`src/rtl/ctx_pkg.sv`:
```
package ctx_pkg;
  typedef enum logic [1:0] {
    ST_RUN    = 2'd0,
    ST_SWITCH = 2'd1,
    ST_TRAP   = 2'd2
  } ctx_state_e;
endpackage

```
`src/rtl/ctx_regfile.sv`:
```
module ctx_regfile #(
  parameter int N_FRAMES = 4,
  parameter int N_REGS   = 8,
  parameter int DATA_W   = 16
) (
  input  logic                        clk,
  input  logic                        rst_n,
  input  logic [$clog2(N_FRAMES)-1:0] fp_i,
  input  logic                        stall_i,
  input  logic [$clog2(N_REGS)-1:0]   rd_idx_i,
  output logic [DATA_W-1:0]           rd_data_o,
  input  logic                        wr_en_i,
  input  logic [$clog2(N_REGS)-1:0]   wr_idx_i,
  input  logic [DATA_W-1:0]           wr_data_i
);
  localparam int FP_W  = $clog2(N_FRAMES);
  localparam int IDX_W = $clog2(N_REGS);
  localparam int DEPTH = N_FRAMES * N_REGS;

  logic [DEPTH-1:0][DATA_W-1:0] mem_q, mem_d;
  logic [FP_W+IDX_W-1:0]        wr_addr, rd_addr;
  logic                         wr_ce;

  assign wr_addr = {fp_i, wr_idx_i};
  assign rd_addr = {fp_i, rd_idx_i};
  assign wr_ce   = wr_en_i && !stall_i;

  always_comb begin
    mem_d = mem_q;
    if (wr_ce) mem_d[wr_addr] = wr_data_i;
  end

  always_ff @(posedge clk or negedge rst_n) begin
    if (!rst_n) mem_q <= '0;
    else if (wr_ce) mem_q <= mem_d;
  end

  assign rd_data_o = mem_q[rd_addr];

  AST_NO_WR_IN_STALL: assert property (@(posedge clk) disable iff (!rst_n)
    stall_i |=> (mem_q == $past(mem_q)));
endmodule

```
`src/rtl/ctx_pick.sv`:
```
module ctx_pick #(
  parameter int N_FRAMES = 4
) (
  input  logic [$clog2(N_FRAMES)-1:0] fp_i,
  input  logic [N_FRAMES-1:0]         avail_i,
  output logic                        found_o,
  output logic [$clog2(N_FRAMES)-1:0] next_o
);
  localparam int FP_W = $clog2(N_FRAMES);

  // Scan from the farthest offset to the nearest so the nearest hit wins;
  // offset N_FRAMES wraps to the current frame itself.
  always_comb begin
    logic [FP_W-1:0] cand;
    found_o = 1'b0;
    next_o  = fp_i;
    cand    = fp_i;
    for (int i = N_FRAMES; i >= 1; i--) begin
      cand = fp_i + FP_W'(i);
      if (avail_i[cand]) begin
        found_o = 1'b1;
        next_o  = cand;
      end
    end
  end
endmodule

```
`src/rtl/ctx_seq.sv`:
```
module ctx_seq
  import ctx_pkg::*;
#(
  parameter int N_FRAMES = 4,
  parameter int PC_W     = 12,
  parameter int SW_CYC   = 2
) (
  input  logic                        clk,
  input  logic                        rst_n,
  input  logic                        ev_valid_i,
  input  logic [PC_W-1:0]             ev_pc_i,
  input  logic                        done_valid_i,
  input  logic [$clog2(N_FRAMES)-1:0] done_frame_i,
  input  logic                        inst_valid_i,
  input  logic [$clog2(N_FRAMES)-1:0] inst_frame_i,
  input  logic [PC_W-1:0]             inst_pc_i,
  input  logic                        pick_found_i,
  input  logic [$clog2(N_FRAMES)-1:0] pick_frame_i,
  output logic [N_FRAMES-1:0]         avail_o,
  output logic [$clog2(N_FRAMES)-1:0] fp_o,
  output logic [PC_W-1:0]             pc_o,
  output logic                        pc_load_o,
  output logic                        stall_o,
  output logic                        trap_o
);
  localparam int FP_W  = $clog2(N_FRAMES);
  localparam int CNT_W = $clog2(SW_CYC + 1);

  ctx_state_e                 st_q, st_d;
  logic [CNT_W-1:0]           cnt_q, cnt_d;
  logic [FP_W-1:0]            fp_q, fp_d;
  logic [N_FRAMES-1:0]        valid_q, valid_d, ready_q, ready_d;
  logic [N_FRAMES-1:0][PC_W-1:0] pcm_q, pcm_d;
  logic [PC_W-1:0]            pc_q, pc_d;
  logic                       load_q, load_d;

  always_comb begin
    st_d    = st_q;
    cnt_d   = cnt_q;
    fp_d    = fp_q;
    valid_d = valid_q;
    ready_d = ready_q;
    pcm_d   = pcm_q;
    pc_d    = pc_q;
    load_d  = 1'b0;
    if (done_valid_i && valid_q[done_frame_i]) ready_d[done_frame_i] = 1'b1;
    if (inst_valid_i) begin
      valid_d[inst_frame_i] = 1'b1;
      ready_d[inst_frame_i] = 1'b1;
      pcm_d[inst_frame_i]   = inst_pc_i;
    end
    unique case (st_q)
      ST_RUN: begin
        if (ev_valid_i) begin
          ready_d[fp_q] = 1'b0;
          pcm_d[fp_q]   = ev_pc_i;
          st_d          = ST_SWITCH;
          cnt_d         = CNT_W'(SW_CYC - 1);
        end
      end
      ST_SWITCH: begin
        if (cnt_q == '0) begin
          if (pick_found_i) begin
            fp_d   = pick_frame_i;
            pc_d   = pcm_q[pick_frame_i];
            load_d = 1'b1;
            st_d   = ST_RUN;
          end else begin
            st_d = ST_TRAP;
          end
        end else begin
          cnt_d = cnt_q - 1'b1;
        end
      end
      ST_TRAP: begin
        if (|avail_o) begin
          st_d  = ST_SWITCH;
          cnt_d = CNT_W'(SW_CYC - 1);
        end
      end
      default: st_d = ST_RUN;
    endcase
  end

  always_ff @(posedge clk or negedge rst_n) begin
    if (!rst_n) begin
      st_q    <= ST_RUN;
      cnt_q   <= '0;
      fp_q    <= '0;
      valid_q <= {{(N_FRAMES-1){1'b0}}, 1'b1};
      ready_q <= {{(N_FRAMES-1){1'b0}}, 1'b1};
      pcm_q   <= '0;
      pc_q    <= '0;
      load_q  <= 1'b0;
    end else begin
      st_q    <= st_d;
      cnt_q   <= cnt_d;
      fp_q    <= fp_d;
      valid_q <= valid_d;
      ready_q <= ready_d;
      pcm_q   <= pcm_d;
      pc_q    <= pc_d;
      load_q  <= load_d;
    end
  end

  assign avail_o   = valid_q & ready_q;
  assign fp_o      = fp_q;
  assign pc_o      = pc_q;
  assign pc_load_o = load_q;
  assign stall_o   = (st_q != ST_RUN);
  assign trap_o    = (st_q == ST_TRAP);

  AST_FP_HOLD_RUN: assert property (@(posedge clk) disable iff (!rst_n)
    (st_q == ST_RUN) |=> (fp_q == $past(fp_q)));
  AST_EVENT_STALLS: assert property (@(posedge clk) disable iff (!rst_n)
    (ev_valid_i && !stall_o) |=> stall_o);
  AST_LOAD_AFTER_STALL: assert property (@(posedge clk) disable iff (!rst_n)
    pc_load_o |-> ($past(stall_o) && !stall_o));
  AST_PICK_AVAIL: assert property (@(posedge clk) disable iff (!rst_n)
    pc_load_o |-> avail_o[fp_q]);
  AST_TRAP_EMPTY: assert property (@(posedge clk) disable iff (!rst_n)
    $rose(trap_o) |-> ($past(avail_o) == '0));
endmodule

```
`src/rtl/ctx_frame_ctrl.sv`:
```
module ctx_frame_ctrl #(
  parameter int N_FRAMES = 4,
  parameter int N_REGS   = 8,
  parameter int DATA_W   = 16,
  parameter int PC_W     = 12,
  parameter int SW_CYC   = 2
) (
  input  logic                        clk,
  input  logic                        rst_n,
  input  logic                        ev_valid,
  input  logic [PC_W-1:0]             ev_pc,
  input  logic                        done_valid,
  input  logic [$clog2(N_FRAMES)-1:0] done_frame,
  input  logic                        inst_valid,
  input  logic [$clog2(N_FRAMES)-1:0] inst_frame,
  input  logic [PC_W-1:0]             inst_pc,
  input  logic [$clog2(N_REGS)-1:0]   rd_idx,
  output logic [DATA_W-1:0]           rd_data,
  input  logic                        wr_en,
  input  logic [$clog2(N_REGS)-1:0]   wr_idx,
  input  logic [DATA_W-1:0]           wr_data,
  output logic [$clog2(N_FRAMES)-1:0] fp,
  output logic [PC_W-1:0]             pc,
  output logic                        pc_load,
  output logic                        stall,
  output logic                        trap
);
  localparam int FP_W = $clog2(N_FRAMES);

  logic [N_FRAMES-1:0] avail;
  logic                pick_found;
  logic [FP_W-1:0]     pick_frame;

  ctx_pick #(.N_FRAMES(N_FRAMES)) u_pick (
    .fp_i    (fp),
    .avail_i (avail),
    .found_o (pick_found),
    .next_o  (pick_frame)
  );

  ctx_seq #(.N_FRAMES(N_FRAMES), .PC_W(PC_W), .SW_CYC(SW_CYC)) u_seq (
    .clk          (clk),
    .rst_n        (rst_n),
    .ev_valid_i   (ev_valid),
    .ev_pc_i      (ev_pc),
    .done_valid_i (done_valid),
    .done_frame_i (done_frame),
    .inst_valid_i (inst_valid),
    .inst_frame_i (inst_frame),
    .inst_pc_i    (inst_pc),
    .pick_found_i (pick_found),
    .pick_frame_i (pick_frame),
    .avail_o      (avail),
    .fp_o         (fp),
    .pc_o         (pc),
    .pc_load_o    (pc_load),
    .stall_o      (stall),
    .trap_o       (trap)
  );

  ctx_regfile #(.N_FRAMES(N_FRAMES), .N_REGS(N_REGS), .DATA_W(DATA_W)) u_rf (
    .clk       (clk),
    .rst_n     (rst_n),
    .fp_i      (fp),
    .stall_i   (stall),
    .rd_idx_i  (rd_idx),
    .rd_data_o (rd_data),
    .wr_en_i   (wr_en),
    .wr_idx_i  (wr_idx),
    .wr_data_i (wr_data)
  );
endmodule

```
`config.mk`:
```
export PLATFORM = sky130hd
export DESIGN_NAME = ctx_frame_ctrl
export DESIGN_NICKNAME = d
export VERILOG_FILES = /design/src/rtl/ctx_pkg.sv /design/src/rtl/ctx_regfile.sv /design/src/rtl/ctx_pick.sv /design/src/rtl/ctx_seq.sv /design/src/rtl/ctx_frame_ctrl.sv
export SDC_FILE = /design/constraint.sdc
export NUM_CORES = 1
export LEC_CHECK = 0
export BUFFER_PORTS_ARGS = -buffer_cell sky130_fd_sc_hd__buf_2
export CORE_ASPECT_RATIO = 1.2
export CORE_MARGIN = 5
export CORE_UTILIZATION = 62
export CTS_CLUSTER_SIZE = 24
export DETAILED_ROUTE_END_ITERATION = 6
export HOLD_SLACK_MARGIN = 0.05
export PLACE_DENSITY = 0.8
export SLEW_MARGIN = 10
export SYNTH_ARGS = -nofsm -noshare
export SYNTH_HDL_FRONTEND = slang
export SYNTH_SLANG_ARGS = --single-unit
```
`constraint.sdc`:
```
create_clock -name clk -period 3 [get_ports clk]
set_input_delay 0.45 -clock clk [delete_from_list [all_inputs] [get_ports clk]]
set_output_delay 0.45 -clock clk [all_outputs]
set_load 0.01 [all_outputs]
```
# Word-level counts from Yosys, hierarchy flattened
# Cells that the tools add are included.
dict set report op_classes {
  n_addsub 4
  n_lt_le_gt_ge 13
  n_eq_ne 6
  n_mux 53
  n_bitwise 6
  reduce_logical 15
}
# op count
set op_table {}
lappend op_table {{512-bit bitwise mux} 1}
lappend op_table {{48-bit 2-to-1 mux} 3}
lappend op_table {{48-bit bitwise mux} 2}
lappend op_table {{16-bit binary-select mux with 5-bit select} 1}
lappend op_table {{16-bit demux with 5-bit select} 1}
lappend op_table {{12-bit demux with 2-bit select} 2}
lappend op_table {{12-bit 2-to-1 mux} 3}
lappend op_table {{16-bit 2-to-1 mux} 2}
lappend op_table {{12-bit binary-select mux with 2-bit select} 1}
lappend op_table {{2-bit by 3-bit < comparator with 1-bit output (second input constant)} 7}
lappend op_table {{2-bit 2-to-1 mux} 8}
lappend op_table {{4-bit 2-to-1 mux} 4}
lappend op_table {{1-bit 2-to-1 mux} 15}
lappend op_table {{5-bit by 6-bit < comparator with 1-bit output (second input constant)} 2}
lappend op_table {{4-bit OR} 3}
lappend op_table {{2-bit one-hot mux with 3 select lines} 2}
lappend op_table {{1-bit binary-select mux with 2-bit select} 5}
lappend op_table {{4-bit AND} 2}
lappend op_table {{1-bit demux with 2-bit select} 3}
lappend op_table {{2-bit by 1-bit greater-or-equal comparator with 1-bit output (second input constant)} 3}
lappend op_table {{1-bit logical AND} 6}
lappend op_table {{3-bit AND reduction} 2}
lappend op_table {{5-bit by 1-bit greater-or-equal comparator with 1-bit output (second input constant)} 1}
lappend op_table {{2-bit adder (second input constant)} 2}
lappend op_table {{13 further kinds} 16}
dict set report word_totals {
  regBits 587
  inputBits 56
  elab_cells 140
}

# Longest topological paths before layout
# Gate-level depths: netlist of run 1.
dict set report logic_depth {
  depth_word 11
  mapped_depth 11
  ltp_nobuf 8
}

# Modules after synthesis
# A second synthesis of run 1 with hierarchy kept.
dict set report unflattened {
  cells_unflattened 1949
  area_unflattened_um2 27667.8
}
# module n_inst cells_per_inst area_per_inst_um2 seq_area_each_um2
set by_module_without_submodules {}
lappend by_module_without_submodules {ctx_regfile 1 1670 23651.4 12812.3}
lappend by_module_without_submodules {ctx_seq 1 265 3933.8 1879.3}
lappend by_module_without_submodules {ctx_pick 1 14 82.6 0.0}

# Least setup slack after synthesis of run 1
# OpenSTA, ideal clock, no wires.
dict set report synth_path {
  path_kind {reg2reg}
  from {reg u_seq.fp_q[1] (netlist: u_seq.fp_o[1])}
  to {reg u_seq.pc_q[10] (netlist: u_seq.pc_o[10])}
  setup_ps 126
  arrival_time_ps 2674
  slack_ps 200
  path_stages_with_launch 12
  path_buffers 4
  synth_period_minus_slack_ps 2800
  cell_sequence {dfrtp_1 -> buf_2 -> clkinv_1 -> clkbuf_1 -> ha_1 -> mux4_2 -> o2bb2ai_1 -> or2_1 -> buf_4 -> buf_6 -> a21oi_1 -> a211oi_2}
}
dict set report synth_between {
  elab_chain_cells 8
}
# item line_no
set synth_rtl {}
lappend synth_rtl {{start, declared} ctx_seq.sv:31} ;# logic [FP_W-1:0] fp_q, fp_d;
lappend synth_rtl {{start signal, assigned} ctx_seq.sv:98} ;# fp_q <= fp_d;
lappend synth_rtl {{2-bit adder} ctx_pick.sv:19} ;# cand = fp_i + FP_W'(i);
lappend synth_rtl {{1-bit binary-select mux with 2-bit select} ctx_pick.sv:20} ;# if (avail_i[cand]) begin
lappend synth_rtl {{1-bit 2-to-1 mux (implied by the code)} ctx_pick.sv:20}
lappend synth_rtl {{2-bit 2-to-1 mux (3 in a row)} ctx_pick.sv:20}
lappend synth_rtl {{12-bit binary-select mux with 2-bit select} ctx_seq.sv:65} ;# pc_d = pcm_q[pick_frame_i];
lappend synth_rtl {{12-bit 2-to-1 mux (implied by the code)} ctx_seq.sv:65}
lappend synth_rtl {{end signal, assigned} ctx_seq.sv:102} ;# pc_q <= pc_d;
lappend synth_rtl {{end, declared} ctx_seq.sv:34} ;# logic [PC_W-1:0] pc_q, pc_d;
# Several ways; a longest one is shown, not always the timed one. The select of a mux whose other input is x is not followed.
# A chain may end at the register's enable or synchronous reset.

# Final worst setup path of run 1
dict set report layout_path {
  from {reg u_seq.fp_q[0] (netlist: u_seq.fp_o[0])}
  to {out rd_data[6]}
}
dict set report layout_between {
  elab_chain_cells 2
}
# item line_no
set layout_rtl {}
lappend layout_rtl {{16-bit binary-select mux with 5-bit select} ctx_regfile.sv:38} ;# assign rd_data_o = mem_q[rd_addr];
lappend layout_rtl {{16-bit 2-to-1 mux (implied by the code)} ctx_regfile.sv:38}
lappend layout_rtl {{end, declared} ctx_frame_ctrl.sv:18} ;# output logic [DATA_W-1:0] rd_data,
# No other way between the ends. The select of a mux whose other input is x is not followed.

==> flow_summary_export.csv, run 1 <==
group,metric,value,unit
synth,syn_inst,1820,
detailed_routing,wl_per_cell,25.5,microns
synth,synth_top_cell_by_area,"dfrtp_1",
power,p_per_area,934,nW/um^2
layout,layout_common_cells,"585 x dfrtp_1, 512 x mux2_2, 161 x mux4_2",
synth,syn-num-nets,1881,
sta,final-hold-violation-count,0,
placement,place_congestion,0.839,
synth,synth_top_flop_cell,"dfrtp_1",
run,max_cap_viol_count,0,
critical_path,slowest_stage,"mux4_2",
cts,cts_sinks,587,
cts,cts_tree,"yes",
power,p_leak,14.3,nW
sta,fin_setup_tns,0,ps
synth,ys_async_sr_fraction,100,%
min_path,hold_depth,3,
status,status,"finished, final reports clean",
global_routing,grt_pass1_wl,103000,microns
floorplanning,fp.dieArea,48000,sq um
detailed_routing,viasPerCell,6.44,
synth,yosysTopAreaCellShare,54.0,%
sta,tightest_slew,893,ps
placement,placement.io_buffers,88,
synth,synth_warnings,0,
layout,final_common_cell,"dfrtp_1",
critical_path,reg2reg_depth,8,
synth,synth_edf_count,0,
cts,clk_pin_slew_worst_paths,60,ps
sta,period_needed,2870,ps
global_routing,grt_usage,27.4,%
min_path,hold_path_class,"in -> reg",
layout,syn_to_final_growth,11.9,%
critical_path,end_kind,"primary output",
synth,synth_area,27100,sq um
power,peakVddDrop,0.000621,V
critical_path,cp_max_fo,13,
global_routing,grt_pass1_vias,17700,
cts,clk_latency,610,ps
floorplanning,rows,84,
sta,rsz0062_at_grt,"no",
detailed_routing,firstDrtPassIters,5,
detailed_routing,final_antenna_net_count,0,
sta,slew_headroom,40.5,%
critical_path,crit_arrival,2420,ps
cts,cts_max_path_buffers,3,
sta,report.final.slew_viol_count,0,
global_routing,grt_max_degree,110,
sta,finalSetupViolations,0,
cts,clock-root-buffer,"clkbuf_16",
layout,layout-drive-gt1-share,49.8,%
cts,cts_max_level,2,
sta,final.period_utilization,95.7,%
layout,n_fill_cell,2875,
critical_path,path_cells,"inv_2 > buf_6 > mux4_2 > nand2_1 > nand2_1 > buf_2",
floorplanning,core-area,43500,sq um
synth,avgSynthCellArea,14.9,sq um
critical_path,cp_common_cell,"nand2_1",
layout,fin_util,69.7,%
synth,ys_seq_area_share,54.2,%
cts,numCtsBuffers,57,
sta,clock.fmax,348,MHz
floorplanning,ios,89,
critical_path,max_stage_delay,590,ps
floorplanning,fp.dieH,239,microns
floorplanning,floorplan.initialDensity,62.3,%
detailed_routing,drtIter0Drc,1110,
detailed_routing,routed_wl,64100,microns
placement,dpl.hpwl,38800,microns
global_routing,gr-total-overflow,0,
critical_path,worst_ep_required_time,2550,ps
floorplanning,die_w,201,microns
cts,post-cts-setup-buffers,0,
synth,ys_top_cells_by_area,"dfrtp_1 54%, mux2_2 21%, mux4_2 13%",
sta,fin_worst_skew,16.9,ps
synth,ys_ff_latch,587,
critical_path,worstSetupPathType,"reg -> out",
critical_path,start_kind,"flop",
synth,synth_cell_type_count,46,
global_routing,antenna_found_initial,1,
detailed_routing,drc,0,
detailed_routing,vias,16200,
layout,nets,1967,
layout make-up:
class,count,area [sq um],area share [%]
clock inverter,15,116,0.384
tap,559,699,2.31
antenna,1,2.50,0.00825
multi-input combinational,1063,11700,38.6
timing repair buffer,176,1370,4.52
clock buffer,87,1660,5.47
sequential,587,14700,48.4
inverter,21,78.8,0.260
metal layers:
| metal | vias up | global-route usage (%) | wire length, microns |
|---|---|---|---|
| met4 | 0 | 8.93 | 2050 |
| met3 | 126 | 4.50 | 3340 |
| met5 | - | 0 | 0 |
| li1 | 6874 | - | - |
| met2 | 473 | 46.8 | 32800 |
| met1 | 8686 | 36.6 | 25900 |
critical path, delay by kind of cell (launching register included):
kind / cells / cell delay, ps
muxes: 1 / 590
buffers and inverters: 3 / 590
DFF: 1 / 400
and+or+nand+nor: 2 / 210
synthesized netlist by cell type (all sizes together), types with 2 or more instances:
cell type,number
ha,5
nand2,128
nand3,12
and3,4
mux2,512
nor3b,3
dfstp,2
inv,20
buf,53
mux2i,48
a211oi,15
a21oi,30
nand3b,4
or2,5
and2,2
a22o,2
nor2,36
a221oi,2
a41oi,2
clkbuf,96
nor2b,6
mux4,161
dfrtp,585
nand2b,9
o311ai,12
o21ai,53
final timing paths:
kind | start | endpoint | slack [ps]
min in group asynchronous | rst_n | u_rf.mem_q[209] | 370
max in group asynchronous | rst_n | u_rf.mem_q[150] | 1640
hold reg to reg | u_seq.cnt_q[0] | u_seq.cnt_q[0] | 490
setup / recovery | u_seq.fp_o[0] | rd_data[6] | 130
hold / removal | ev_pc[9] | u_seq.pcm_q[45] | 100
setup reg to reg | u_seq.valid_q[0] | u_seq.pc_o[7] | 520
power breakdown:
part | internal, mW | switching [mW] | total (mW)
combinational | 4.82 | 3.64 | 8.46
clock | 3.88 | 3.00 | 6.88
sequential | 11.3 | 1.74 | 13.0
total | 20.0 | 8.37 | 28.3
cell families after synthesis:
logic type | after synthesis | share of synthesized area [%]
multiplexers | 721 | 36.4
AO/OA/AOI/OAI | 124 | 2.99
AND/OR/NAND/NOR | 213 | 3.47
buffers and inverters | 170 | 2.72
adder cells (fa/ha/maj) | 5 | 0.231
flip-flops | 587 | 54.2
what timing repair did:
action	in CTS	in global routing
endpoints found under the hold margin	44	0
resized for setup	2	2
hold buffers	1	0
endpoints found under the setup margin	16	3
state kept, by name, summed over array words and instances (netlist names):
name / flops
u_rf.mem_q: 512
u_seq.cnt_q: 2
u_seq.fp_o: 2
u_seq.pc_load_o: 1
u_seq.pc_o: 12
u_seq.pcm_q: 48
u_seq.ready_q: 4
u_seq.st_q: 2
u_seq.valid_q: 4
metrics by stage:
| step | instances | worst slack (ps) | hold WS (ps) | power (mW) | instance area [sq um] |
|---|---|---|---|---|---|
| after floorplan | 1820 | 200 | 154 | 18.8 | 27100 |
| after global placement | 2405 | 169 | 419 | 20.9 | 28500 |
| after detailed placement | 2405 | 144 | 420 | 21.5 | 28500 |
| after CTS | 2508 | 37.0 | 69.4 | 28.5 | 30300 |
| after global routing | 2509 | 35.6 | 94.5 | 29.8 | 30300 |
| final | 2509 | 129 | 97.6 | 28.3 | 30300 |
(Power assumes the default switching activity.)
==> run 2, diff against run 1 <==
CORE_UTILIZATION = 56   (was 62)
PLACE_DENSITY = 0.76   (was 0.8)
clock period = 2.6 ns   (was 3 ns; I/O delays follow)
==> run 2 against run 1 <==
Compared with the run above:
- the run now ends with setup timing left
- global-route usage is 2.0 points lower
- via count grew 1.1%
- sequential power up 15%
- clock power grew 20%
- sequential cell count did not move
- combinational power rose by 25%
- critical path type unchanged
==> flow_summary_export.csv, run 2 (same netlist as run 1, synthesis figures left out) <==
group,metric,value,unit
status,status,"finished with violations",
status,violations,"setup timing",
power,p_int,23.8,mW
placement,placement.io_buffers,88,
sta,tightest_slew,638,ps
layout,syn_to_final_growth,15.3,%
layout,final_common_cell,"dfrtp_1",
critical_path,path_cells,"mux4_2 > mux4_2 > nand2_1 > nand2_2 > buf_2",
sta,final.period_utilization,104,%
critical_path,cpLargestDelayFamily,"multiplexers",
floorplanning,rows,88,
power,p_per_area,1080,nW/um^2
cts,numCtsBuffers,57,
global_routing,grt_pass1_wl,104000,microns
critical_path,end_kind,"primary output",
power,p_seq_share,44.2,%
power,p_sw,10.0,mW
cts,cts_sinks,587,
detailed_routing,final_antenna_net_count,0,
sta,clock.fmax,368,MHz
critical_path,worstSetupPathType,"reg -> out",
detailed_routing,drc,0,
layout,nets,2015,
global_routing,grt_pass1_vias,17700,
power,p_leak,14.6,nW
placement,dp_cells,2498,
power,p_sw_share,29.5,%
detailed_routing,vias,16300,
layout,largest_reg_flops,512,
sta,finalSetupViolations,16,
power,p_comb_share,31.4,%
detailed_routing,viasPerCell,6.22,
layout,layout-drive-gt1-share,52.0,%
placement,post-place-ws,-132,ps
critical_path,worst-r2r-setup-slack,140,ps
floorplanning,die_w,211,microns
placement,place_congestion,0.834,
layout,largest_register,"u_rf.mem_q",
critical_path,cp_common_cell,"mux4_2",
cts,cts_tree,"yes",
detailed_routing,routed_wl,66500,microns
floorplanning,fp.dieH,251,microns
cts,cts_max_path_buffers,3,
floorplanning,ios,89,
floorplanning,floorplan.initialDensity,56.5,%
detailed_routing,wl_per_cell,25.4,microns
critical_path,cp.buffers_inverters,1,
cts,cts_max_level,2,
detailed_routing,drtIter0Drc,1232,
critical_path,cp_max_fo,2,
critical_path,start_kind,"flop",
layout,n_fill_cell,3335,
sta,slew_headroom,57.5,%
floorplanning,fp.dieArea,52900,sq um
layout,layout_common_cells,"583 x dfrtp_1, 512 x mux2_2, 161 x mux4_2",
detailed_routing,firstDrtPassIters,5,
sta,report.final.slew_viol_count,0,
sta,fin_worst_skew,17.3,ps
cts,clock-root-buffer,"clkbuf_16",
critical_path,max_stage_delay,530,ps
critical_path,worst_ep_required_time,2210,ps
global_routing,grt_max_degree,84,
min_path,hold_path_class,"in -> reg",
cts,clk_latency,610,ps
sta,timing.final.ws_setup,-114,ps
cts,clk_pin_slew_worst_paths,60,ps
power,peakVddDrop,0.000709,V
global_routing,gr-total-overflow,0,
sta,final-hold-violation-count,0,
critical_path,slowest_stage,"mux4_2",
power,clock_power_share,24.4,%
global_routing,antenna_found_initial,0,
floorplanning,core-area,48000,sq um
placement,dpl.hpwl,39700,microns
sta,rsz0062_at_grt,"yes",
sta,period_needed,2710,ps
layout,stdcell_count,2624,
critical_path,crit_arrival,2320,ps
run,max_cap_viol_count,0,
global_routing,grt_usage,25.4,%
==> run 2: area by class of cell <==
| type | instances | area, sq um | area share [%] |
|---|---|---|---|
| diodes | 1 | 2.50 | 0.00800 |
| clock buffers | 84 | 1680 | 5.37 |
| clock inverters | 14 | 163 | 0.520 |
| inverters | 21 | 87.6 | 0.280 |
| multi-input cells | 1063 | 11800 | 37.8 |
| flip-flops and latches | 587 | 14700 | 47.0 |
| well taps | 630 | 788 | 2.52 |
| repair buffers | 224 | 2040 | 6.53 |
==> run 2: power by group through the flow <==
stage	sequential, mW	combinational, mW	clock, mW
global route	15.4	11.5	8.76
finish	15.0	10.6	8.24
CTS	14.9	10.5	8.35
global placement	14.7	9.51	0
floorplan	14.4	7.33	0
detailed placement	15.0	9.93	0
==> run 2: worst min-delay path, stage by stage <==
cell     delay [ps]
buf_2           110
mux2i_1          60
o21ai_0         130
==> run 2: timing repair <==
action                     4_1_cts  5_1_grt
pin swaps                       12        3
resized for setup               36       16
gates cloned                     3        0
setup endpoints to repair       28       28
hold buffers                    13        0
setup buffers                    6        5
hold endpoints to repair        78        0
==> run 2: metal layers <==
layer | vias to the layer above | global-route usage [%] | wire length, microns
met3 | 122 | 4.21 | 3530
met5 | - | 0 | 0
li1 | 6970 | - | -
met4 | 0 | 6.61 | 1640
met2 | 482 | 42.4 | 33500
met1 | 8757 | 35.4 | 27900
==> run 2: final timing paths <==
check,startpoint,end,cells past startpoint
worst max-delay path,u_rf.mem_q[103],rd_data[7],5
worst min-delay path,inst_pc[7],u_seq.pcm_q[43],3
worst max register to register,u_seq.fp_o[0],u_seq.pc_o[6],10
worst min register to register,u_rf.mem_q[479],u_rf.mem_q[479],1
max in group asynchronous,rst_n,u_seq.pcm_q[8],3
min in group asynchronous,rst_n,u_rf.mem_q[2],2
==> run 2: metrics by stage <==
| step | total power, mW | cell area (sq um) | hold WS [ps] | TNS, ps | utilization [%] |
|---|---|---|---|---|---|
| floorplan | 21.7 | 27100 | 94.4 | 0 | - |
| global placement | 24.2 | 28900 | 355 | -876 | 60.3 |
| detailed placement | 24.9 | 28900 | 355 | -1000 | 60.3 |
| CTS | 33.7 | 31200 | 102 | -1930 | 64.9 |
| global route | 35.6 | 31300 | 116 | -2440 | 65.1 |
| finish | 33.8 | 31300 | 124 | -1470 | 65.1 |
